[src/rtl/term_addr_pkg.sv]
package term_addr_pkg;

  typedef struct packed {
    logic capture;
    logic wrAddr;
    logic wrOther;
  } addrStrobe_t;

endpackage

[src/rtl/term_addr_ctrl.sv]
module term_addr_ctrl
  import term_addr_pkg::*;
(
  input  logic        clk,
  input  logic        mrN,
  input  logic        wrEn,
  input  logic        lockBit,
  output addrStrobe_t strobe
);

  logic captured;

  always_ff @(posedge clk or negedge mrN) begin
    if (!mrN) captured <= 1'b0;
    else      captured <= 1'b1;
  end

  always_comb begin
    strobe.capture = !captured;
    strobe.wrOther = captured && wrEn;
    strobe.wrAddr  = captured && wrEn && !lockBit;
  end

endmodule

[src/rtl/term_addr_dp.sv]
module term_addr_dp
  import term_addr_pkg::*;
#(
  parameter int ADDR_W  = 5,
  parameter int OTHER_W = 8,
  localparam int REG_W  = OTHER_W + ADDR_W + 3,
  localparam int ADDR_LSB = OTHER_W,
  localparam int PAR_POS  = OTHER_W + ADDR_W,
  localparam int LOCK_POS = PAR_POS + 1
)(
  input  logic               clk,
  input  logic               mrN,
  input  addrStrobe_t        strobe,
  input  logic [ADDR_W-1:0]  pinAddr,
  input  logic               pinPar,
  input  logic               pinLock,
  input  logic [REG_W-1:0]   wrData,
  input  logic [REG_W-1:0]   wrMask,
  output logic [REG_W-1:0]   word,
  output logic               parityOk,
  output logic               lockBit
);

  logic [ADDR_W-1:0]  addrQ, addrNext, mAddr, dAddr;
  logic               parQ, parNext, lockQ, lockNext;
  logic [OTHER_W-1:0] otherQ, otherNext, mOther, dOther;
  logic               parityQ;

  assign mAddr  = wrMask[ADDR_LSB +: ADDR_W];
  assign dAddr  = wrData[ADDR_LSB +: ADDR_W];
  assign mOther = wrMask[OTHER_W-1:0];
  assign dOther = wrData[OTHER_W-1:0];

  always_comb begin
    addrNext  = addrQ;
    parNext   = parQ;
    lockNext  = lockQ;
    otherNext = otherQ;
    if (strobe.capture) begin
      addrNext  = pinAddr;
      parNext   = pinPar;
      lockNext  = pinLock;
      otherNext = '0;
    end else begin
      if (strobe.wrAddr) begin
        addrNext = (addrQ & ~mAddr) | (dAddr & mAddr);
        parNext  = wrMask[PAR_POS] ? wrData[PAR_POS] : parQ;
      end
      if (strobe.wrOther) otherNext = (otherQ & ~mOther) | (dOther & mOther);
    end
  end

  always_ff @(posedge clk or negedge mrN) begin
    if (!mrN) begin
      addrQ   <= '0;
      parQ    <= 1'b0;
      lockQ   <= 1'b0;
      otherQ  <= '0;
      parityQ <= 1'b0;
    end else begin
      addrQ   <= addrNext;
      parQ    <= parNext;
      lockQ   <= lockNext;
      otherQ  <= otherNext;
      parityQ <= ^{addrNext, parNext};
    end
  end

  assign word     = {1'b0, lockQ, parQ, addrQ, otherQ};
  assign parityOk = parityQ;
  assign lockBit  = lockQ;

endmodule

[src/rtl/term_addr_latch.sv]
module term_addr_latch
  import term_addr_pkg::*;
#(
  parameter int ADDR_W  = 5,
  parameter int OTHER_W = 8,
  localparam int REG_W  = OTHER_W + ADDR_W + 3
)(
  input  logic              clk,
  input  logic              mrN,
  input  logic [ADDR_W-1:0] pinAddr,
  input  logic              pinPar,
  input  logic              pinLock,
  input  logic              wrEn,
  input  logic [REG_W-1:0]  wrData,
  input  logic [REG_W-1:0]  wrMask,
  output logic [REG_W-1:0]  statusWord,
  output logic [ADDR_W-1:0] activeAddr,
  output logic              parityOk,
  output logic              lockOut
);

  addrStrobe_t strobe;
  logic        lockBit;

  term_addr_ctrl uCtrl (
    .clk     (clk),
    .mrN     (mrN),
    .wrEn    (wrEn),
    .lockBit (lockBit),
    .strobe  (strobe)
  );

  term_addr_dp #(.ADDR_W(ADDR_W), .OTHER_W(OTHER_W)) uDp (
    .clk      (clk),
    .mrN      (mrN),
    .strobe   (strobe),
    .pinAddr  (pinAddr),
    .pinPar   (pinPar),
    .pinLock  (pinLock),
    .wrData   (wrData),
    .wrMask   (wrMask),
    .word     (statusWord),
    .parityOk (parityOk),
    .lockBit  (lockBit)
  );

  assign activeAddr = statusWord[OTHER_W +: ADDR_W];
  assign lockOut    = lockBit;

endmodule

[config.mk]
export PLATFORM = sky130hd
export DESIGN_NAME = term_addr_latch
export DESIGN_NICKNAME = d
export VERILOG_FILES = /design/src/rtl/term_addr_pkg.sv /design/src/rtl/term_addr_ctrl.sv /design/src/rtl/term_addr_dp.sv /design/src/rtl/term_addr_latch.sv
export SDC_FILE = /design/constraint.sdc
export NUM_CORES = 1
export LEC_CHECK = 0
export ABC_AREA = 1
export BUFFER_PORTS_ARGS = -buffer_cell sky130_fd_sc_hd__buf_2
export CAP_MARGIN = 10
export CORE_ASPECT_RATIO = 0.9
export CORE_UTILIZATION = 42
export CTS_CLUSTER_DIAMETER = 30
export DETAILED_ROUTE_END_ITERATION = 6
export GPL_TIMING_DRIVEN = 0
export PLACE_DENSITY_LB_ADDON = 0.25
export SYNTH_ARGS = -nofsm -noshare
export SYNTH_HDL_FRONTEND = slang
export SYNTH_SLANG_ARGS = --single-unit
[constraint.sdc]
create_clock -name clk -period 1.8 [get_ports clk]
set_clock_uncertainty 0.05 [all_clocks]
set_input_delay 0 -clock clk [delete_from_list [all_inputs] [get_ports clk]]
set_output_delay 0 -clock clk [all_outputs]
set_load 0.005 [all_outputs]
==> out/results.ini, run 1 <==
[cells_and_area]
drive_above_1_share_pct=31.3
num_antenna_cells=0
stdcell_count=279
syn_to_final_growth_pct=62.7
final_util_pct=75.4
nets=295

[min_path]
hold_end=uDp.addrQ[4]
hold_class=primary input to flip-flop
worstHoldStart=wrMask[12]
whs_path_depth=4

[route]
drt_iter0_drc=26
drc_errors=0
viasPerCell=4.72
wl_mm=3.12
dr.pass1.iters=6
post_drt_wl_per_cell_um=11.2
dr_total_vias=1318
postRouteAntennaNets=0

[sta]
drv_slew=0
hold_violations=0
fin_crit_sh_pct=88.0
max_freq_mhz=632
finalSetupViolCount=0
fin_ws_ns=0.217
tns_ns=0
rsz0062_at_grt=no
period_needed_ns=1.58

[logic_synthesis]
avgSynthCellArea_um2=6.65
yosysTopAreaCellShare_pct=40.2
yosysWarnings=0
netlist_area_um2=1060
synthFlopType=dfrtp_1
synthTopCellsByCount=nand2_1 (76), dfrtp_1 (17), inv_1 (14)
synth.distinct_cells=18
ys_async_sr_fraction_pct=100
syn_inst=159
seq_area_frac_synth_pct=40.2
yosysMostFrequentCell=nand2_1
yosys-top-cells-area=dfrtp_1 (40%), nand2_1 (27%), nand3_1 (6.2%)
synth_edf_count=0
syn_nets=201
synth_top_area_cell=dfrtp_1
ys_seq_elements=17

[grt]
overflow=0
grt_max_degree=18
grt_pass1_wl_mm=4.80
grtUsageTotal_pct=24.3
antenna_found_initial=0
grt_pass1_vias=1108

[die]
fp.dieW_um=54.9
dieArea_um2=2720
die_h_um=49.6
core-area_um2=2280
start_util_pct=46.3
pin_count=65
rows=16

[power]
clkPwrFrac_pct=20.8
intPower_w=0.000666
leakage_nw=0.972
p_per_area_nw_per_um2=558
p_switching_w=0.000294
power_frac_comb_pct=33.8
irDropWorstVdd_uv=405
power.total_w=0.000959
p_seq_share_pct=45.5
sw_frac_of_total_pct=30.6

[worst_setup_path]
reg2reg_setup_slack_ns=0.22
reg2reg_depth=10
arrival_ns=1.72
critPathRequiredTime_ns=1.94
crit_type=flip-flop to flip-flop
worst-path-max-fanout=4
r2r-start=uDp.lockBit
critPathMostFrequentCell=nand2_1
startpoint=uDp.lockBit
slowest_delay_ns=0.45
r2r_end=uDp.parityOk
path_cells=inv_1 > nand3_1 > nand2_1 > nand2_1 > a21boi_0 > nand2_1 > nand2_1 > nand2_1 > nand3_1 > nand2_1
cp-end-kind=flip-flop
crit_slowest_cell=dfrtp_1
crit_path_start_kind=flip-flop

[run]
maxCapViolCount=0

[clock_tree]
cts_tree=yes
cts-root-buf=clkbuf_4
clk_pin_slew_ns=0.09
h-tree-depth=1
numCtsBuffers=3
clkLatencyLatePin_ns=0.29
clockBufferDepth=2
clock_sinks=17

[placed_design]
gp_congestion=0.814
detailed_place_hpwl_mm=1.98
portBuffers=58
placed_cells=244
pre_cts_slack_ns=0.219

[outcome]
status=finished clean

[critical path, delay by kind of cell (launching register included)]
| family | cells | cell delay [ns] |
|---|---|---|
| flops | 1 | 0.45 |
| compound gates | 1 | 0.23 |
| simple gates | 8 | 0.67 |
| buf+inv | 1 | 0.09 |
[metal layers]
metal,vias to the layer above,share of wire (%),GRT usage (%)
met5,-,0,0
met2,62,51,42.8
met4,0,0.67,3.42
met3,6,6.1,4.94
li1,669,-,-
met1,581,43,30.1
[placed cells by master, fill, tap and decap left out, drive strengths merged]
master and n:
a21boi 2, a21oi 10, buf 68, clkbuf 5, clkinv 2, conb 2, dfrtp 17, dlygate4sd3 31
inv 14, nand2 79, nand3 13, nor2 4, o21ai 5
[worst max path at each step]
stage and to:
6_report uDp.parityOk, 5_1_grt uDp.parityOk, 4_1_cts uDp.parityOk, 3_5_place_dp uDp.parityOk, 3_3_place_gp uDp.parityOk, 2_1_floorplan uDp.parityOk
[power by group through the flow]
| stage | registers, W | logic (W) | clock network [W] |
|---|---|---|---|
| 6_report | 0.000436 | 0.000324 | 0.000199 |
| 5_1_grt | 0.000440 | 0.000364 | 0.000228 |
| 4_1_cts | 0.000436 | 0.000318 | 0.000208 |
| 3_5_place_dp | 0.000443 | 0.000269 | 0 |
| 3_3_place_gp | 0.000441 | 0.000261 | 0 |
| 2_1_floorplan | 0.000444 | 0.000153 | 0 |
[timing repair]
| item | CTS | global route |
|---|---|---|
| hold buffers | 31 | 0 |
| setup endpoints to repair | 0 | 1 |
| buffers inserted | 0 | 0 |
| endpoints found under the hold margin | 32 | 0 |
| gates resized for setup | 0 | 1 |
[logic make-up (layout without fill, tap and decap cells)]
family	Yosys count	after routing	share of synthesized area, %
DFF	17	17	40.2
buffers and inverters	27	120	12.5
AOI/OAI and AO/OA	17	17	9.23
other	2	2	0.710
and+or+nand+nor	96	96	37.3
[metrics by stage]
step | area, um2 | hold WS, ns
after global placement | 1380 | -0.110
after floorplan | 1060 | -0.346
after global routing | 1720 | 0.0831
after CTS | 1720 | 0.0297
after detailed placement | 1380 | -0.106
final | 1720 | 0.0471
[final cells by class]
| cell class | count | area [um2] |
|---|---|---|
| Timing Repair Buffer | 89 | 601 |
| Fill cell | 183 | 562 |
| Multi-Input combinational cell | 115 | 499 |
| Sequential cell | 17 | 427 |
| Buffer | 12 | 76.3 |
| Inverter | 15 | 56.3 |
| Tap cell | 27 | 33.8 |
| Clock buffer | 3 | 22.5 |
| Clock inverter | 1 | 5.00 |
[flip-flops by register name, indices dropped and copies added, names as in the netlist]
| signal | cells |
|---|---|
| uCtrl.captured | 1 |
| uDp.addrQ | 5 |
| uDp.lockBit | 1 |
| uDp.otherQ | 8 |
| uDp.parQ | 1 |
| uDp.parityOk | 1 |
Power figures use the tool's default switching activity.
==> run 2: changes to the inputs <==
CORE_MARGIN = 5   (was not set)
==> run 2 against run 1 <==
Compared with the run above: critical path type unchanged; die area grew 33%; first-iteration DRC count shrank 7.7%; sequential power is essentially flat; largest cell class unchanged; highest routed layer unchanged; power grew 1.3%; fmax grew 2.1%; wire length grew 4.5%; via count shrank 2.5%; cell count grew 0.36%; utilization shrank 4.4 points; critical endpoint unchanged; clock power grew 7%.
==> out/results.ini, run 2 (synthesis results as in run 1) <==
[clock_tree]
post_cts_buffers=0  ; unchanged
cts_tree=yes
clk_pin_slew_ns=0.11  ; +0.02 ns
clockBufferDepth=2  ; unchanged
cts-root-buf=clkbuf_4
h-tree-depth=1  ; unchanged
clock_sinks=17  ; unchanged
numCtsBuffers=3  ; unchanged
clkLatencyLatePin_ns=0.29  ; about the same

[grt]
grtUsageTotal_pct=19.4  ; -4.9 points
antenna_found_initial=0  ; unchanged
grt_pass1_wl_mm=5.60  ; +17%
overflow=0  ; unchanged
grt_max_degree=18  ; unchanged
grt_pass1_vias=1290  ; +16%

[cells_and_area]
nets=295  ; unchanged
fill_cells=224  ; +22%
syn_to_final_growth_pct=62.8  ; about the same
multi_input_area_um2=499  ; unchanged
top_regs=uDp.otherQ (8), uDp.addrQ (5)
largest_register=uDp.otherQ
mostFrequentLayoutCells=nand2_1 (76), buf_2 (59), dlygate4sd3_1 (31)
num_antenna_cells=0  ; unchanged
drive_above_1_share_pct=31.3  ; unchanged
final_common_cell=nand2_1
ff_latch_area_um2=427  ; unchanged
largest_reg_flops=8  ; unchanged

[route]
postRouteAntennaNets=0  ; unchanged
wl_mm=3.26  ; +4.5%
viasPerCell=4.59  ; -2.9%
dr_total_vias=1285  ; -2.5%
drt_iter0_drc=24  ; -7.7%
drc_errors=0  ; unchanged
post_drt_wl_per_cell_um=11.7  ; +4.1%
dr.pass1.iters=4  ; -2

[die]
rows=17  ; +1
pin_count=65  ; unchanged
core-area_um2=2420  ; +6.3%
dieArea_um2=3620  ; +33%
start_util_pct=43.6  ; -2.7 points
fp.dieW_um=62.9  ; +15%
die_h_um=57.6  ; +16%

[worst_setup_path]
critPathMostFrequentCell=nand2_1
critPathRequiredTime_ns=1.95  ; about the same
cp_num_buf_inv=2  ; +1
slowest_delay_ns=0.45  ; about the same
crit_slowest_cell=dfrtp_1
reg2reg_setup_slack_ns=0.25  ; +0.03 ns
r2r-start=uDp.lockBit
reg2reg_depth=12  ; +2
crit_path_start_kind=flip-flop
r2r_end=uDp.parityOk
arrival_ns=1.70  ; -0.02 ns
path_delay_family=simple AND/OR/NAND/NOR gates
cp-end-kind=flip-flop
path_cells=inv_1 > nand3_1 > nand2_1 > nand2_1 > nand2_1 > nand2_2 > nand2_1 > clkinv_1 > nor2_2 > nand2_1 > nand3_1 > nand2_1
crit_type=flip-flop to flip-flop
worst-path-max-fanout=4  ; unchanged

[sta]
tns_ns=0  ; unchanged
max_freq_mhz=645  ; +2.1%
fin_ws_ns=0.249  ; +0.0325 ns
period_needed_ns=1.55  ; -0.0325 ns
rsz0062_at_grt=no
hold_violations=0  ; unchanged
drv_slew=0  ; unchanged
whs_ns=0.0165  ; -0.0306 ns
finalSetupViolCount=0  ; unchanged
fin_crit_sh_pct=86.2  ; -1.8 points

[power]
leakage_nw=0.972  ; about the same
irDropWorstVdd_uv=406  ; +0.28%
p_per_area_nw_per_um2=564  ; +1.2%
power.total_w=0.000972  ; +1.3%

[min_path]
whs_path_depth=4  ; unchanged
hold_end=uDp.addrQ[4]
hold_class=primary input to flip-flop
worstHoldStart=wrMask[12]

[placed_design]
detailed_place_hpwl_mm=2.02  ; +2.0%
gp_congestion=0.714  ; -12%
pre_cts_slack_ns=0.219  ; -0.000217 ns
portBuffers=58  ; unchanged

[outcome]
status=finished clean

[run]
maxCapViolCount=0  ; unchanged

[run 2: how the worst max path moves through the flow]
stage                               from           end  depth (start not counted)
after floorplan              uDp.lockBit  uDp.parityOk                         12
after global placement    uCtrl.captured  uDp.parityOk                         11
after detailed placement  uCtrl.captured  uDp.parityOk                         11
after CTS                 uCtrl.captured  uDp.parityOk                         11
after global routing         uDp.lockBit  uDp.parityOk                         12
final                        uDp.lockBit  uDp.parityOk                         12
[run 2: worst reg2reg max path, cell delays in order, from the launching register on]
cell	delay (ns)
dfrtp_1	0.45
inv_1	0.09
nand3_1	0.14
nand2_1	0.10
nand2_1	0.07
nand2_1	0.07
nand2_2	0.07
nand2_1	0.09
clkinv_1	0.08
nor2_2	0.09
nand2_1	0.05
nand3_1	0.06
nand2_1	0.05
[run 2: report_power, final]
group	internal (W)	leakage [nW]	switching, W
logic	0.000171	0.738	0.000152
clock network	0.0000826	0.0177	0.000130
registers	0.000413	0.216	0.0000230
total	0.000666	0.972	0.000306
[run 2: final cells by class]
class | count | share of cell area (%)
plain buffers | 12 | 4.43
clock buffers | 3 | 1.31
clock inverters | 1 | 0.291
inverters | 15 | 3.27
multi-input cells | 115 | 29.0
flip-flops and latches | 17 | 24.8
well taps | 28 | 2.03
repair buffers | 89 | 34.9
[run 2: stage by stage]
stage | utilization, % | std cells | cell area, um2
5_1_grt | 71.0 | 280 | 1720
4_1_cts | 70.9 | 280 | 1720
6_report | 71.0 | 280 | 1720
3_3_place_gp | 57.0 | 245 | 1380
2_1_floorplan | - | 159 | 1060
3_5_place_dp | 57.0 | 245 | 1380
[run 2: layer usage]
metal / up-vias / GRT usage (%) / share of wire, %
met5: - / 0 / 0
met4: 0 / 4.85 / 1.2
met3: 4 / 4.72 / 7.9
met2: 52 / 37.8 / 51
met1: 558 / 20.9 / 40
li1: 671 / - / -
[run 2: what timing repair did]
item / 4_1_cts / 5_1_grt
endpoints found under the setup margin: 0 / 1
endpoints found under the hold margin: 32 / 0
resized for setup: 0 / 2
hold buffers: 31 / 0
==> run 3: changes to the inputs <==
clock period = 1.6 ns   (was 1.8 ns; I/O delays follow)
==> run 3 against run 2 <==
Compared with the run above: die area unchanged; global-route usage unchanged; first-iteration DRC count increased by 21%; wire length increased by 2.9%; utilization increased by 2.3 points; via count increased by 0.70%; largest power group unchanged.
==> out/results.ini, run 3 (synthesis results as in run 1) <==
[worst_setup_path]
arrival_ns=1.67  ; -0.03 ns
r2r-start=uCtrl.captured
crit_type=flip-flop to flip-flop
crit_path_start_kind=flip-flop
r2r_end=uDp.parityOk
worst-path-max-fanout=8  ; +4
cp-end-kind=flip-flop
reg2reg_setup_slack_ns=0.07  ; -0.17 ns
reg2reg_depth=11  ; -1
critPathRequiredTime_ns=1.75  ; -0.20 ns

[power]
leakage_nw=0.985  ; +1.3%
irDropWorstVdd_uv=450  ; +11%
power.total_w=0.00112  ; +15%
p_per_area_nw_per_um2=628  ; +11%

[clock_tree]
cts-root-buf=clkbuf_4
cts_tree=yes
numCtsBuffers=3  ; unchanged
clk_pin_slew_ns=0.11  ; about the same
clock_sinks=17  ; unchanged
clkLatencyLatePin_ns=0.29  ; about the same
h-tree-depth=1  ; unchanged
clockBufferDepth=2  ; unchanged

[route]
drt_iter0_drc=29  ; +21%
drc_errors=0  ; unchanged
viasPerCell=4.59  ; about the same
dr.pass1.iters=4  ; unchanged
post_drt_wl_per_cell_um=11.9  ; +2.2%
postRouteAntennaNets=0  ; unchanged
dr_total_vias=1294  ; +0.70%
wl_mm=3.36  ; +2.9%

[cells_and_area]
syn_to_final_growth_pct=68.2
final_util_pct=73.3  ; +2.3 points
multi_input_area_um2=539  ; +8.0%
fill_cells=215  ; -4.0%
drive_above_1_share_pct=36.6  ; +5.3 points
largest_reg_flops=8  ; unchanged
ff_latch_area_um2=428  ; +0.29%
top_regs=uDp.otherQ (8), uDp.addrQ (5)
largest_register=uDp.otherQ
mostFrequentLayoutCells=nand2_1 (67), buf_2 (59), dlygate4sd3_1 (31)
nets=297  ; +0.68%
num_antenna_cells=0  ; unchanged
final_common_cell=nand2_1

[min_path]
hold_class=primary input to flip-flop
whs_path_depth=4  ; unchanged
worstHoldStart=wrMask[12]
hold_end=uDp.addrQ[4]

[die]
pin_count=65  ; unchanged
fp.dieW_um=62.9  ; unchanged
die_h_um=57.6  ; unchanged
dieArea_um2=3620  ; unchanged
rows=17  ; unchanged
core-area_um2=2420  ; unchanged
start_util_pct=43.6  ; unchanged

[sta]
drv_slew=0  ; unchanged
hold_violations=0  ; unchanged
max_freq_mhz=655  ; +1.6%
rsz0062_at_grt=yes
tns_ns=0  ; unchanged
finalSetupViolCount=0  ; unchanged
period_needed_ns=1.53  ; -0.0252 ns
fin_crit_sh_pct=95.4  ; +9.2 points

[outcome]
status=finished clean

[grt]
grt_max_degree=18  ; unchanged
antenna_found_initial=0  ; unchanged
grtUsageTotal_pct=19.4  ; unchanged
grt_pass1_wl_mm=5.60  ; unchanged
grt_pass1_vias=1290  ; unchanged
overflow=0  ; unchanged

[placed_design]
gp_congestion=0.714  ; unchanged
portBuffers=58  ; unchanged
detailed_place_hpwl_mm=2.02  ; unchanged

[run]
maxCapViolCount=0  ; unchanged

-- run 3: final cells by class --
cell class                 count  area share [%]
timing repair buffer          91            34.6
multi-input combinational    115            30.3
buffer                        12            4.29
inverter                      15            3.17
clock inverter                 1           0.281
clock buffer                   3            1.27
tap                           28            1.97
sequential                    17            24.1
-- run 3: metal layers --
layer / track usage (%) / vias to the layer above / wire [um]
met3: 4.72 / 4 / 242
met5: 0 / - / 0
met2: 37.8 / 51 / 1790
met4: 4.85 / 0 / 39
met1: 20.9 / 565 / 1290
li1: - / 674 / -
-- run 3: critical path: stages, from the launching register on --
cell,delay (ns)
dfrtp_2,0.44
nand2_2,0.08
nor2_4,0.22
nand2_1,0.09
nand2_2,0.07
nand2_1,0.06
nand2_2,0.11
nand2_2,0.07
nand2_2,0.07
nand2_1,0.05
nand3_1,0.08
nand2_1,0.05
-- run 3: worst max-delay path by stage --
stage | start | to | cells past startpoint | slack, ns
CTS | uCtrl.captured | uDp.parityOk | 11 | 0.005
detailed placement | uCtrl.captured | uDp.parityOk | 11 | 0.02
global placement | uCtrl.captured | uDp.parityOk | 11 | 0.05
global route | uCtrl.captured | uDp.parityOk | 11 | -0.09
finish | uCtrl.captured | uDp.parityOk | 11 | 0.07
floorplan | uDp.lockBit | uDp.parityOk | 12 | 0.20
-- run 3: timing repair --
item	CTS	global route
endpoints found under the hold margin	32	0
hold buffers	31	0
setup buffers	0	2
setup endpoints to repair	0	1
resized for setup	0	15
-- run 3: stage by stage --
stage / std cells / hold WS, ns / worst slack, ns / area (um2)
floorplan: 159 / -0.346 / 0.205 / 1060
CTS: 280 / 0.00854 / 0.00534 / 1720
detailed placement: 245 / -0.101 / 0.0191 / 1380
finish: 282 / 0.0308 / 0.0743 / 1780
global route: 282 / 0.0634 / -0.0879 / 1780
global placement: 245 / -0.102 / 0.0529 / 1380
-- run 3: report_power, final --
part           internal [W]  switching (W)
combinational      0.000203       0.000184
sequential         0.000465      0.0000259
clock             0.0000929       0.000144
total              0.000761       0.000355
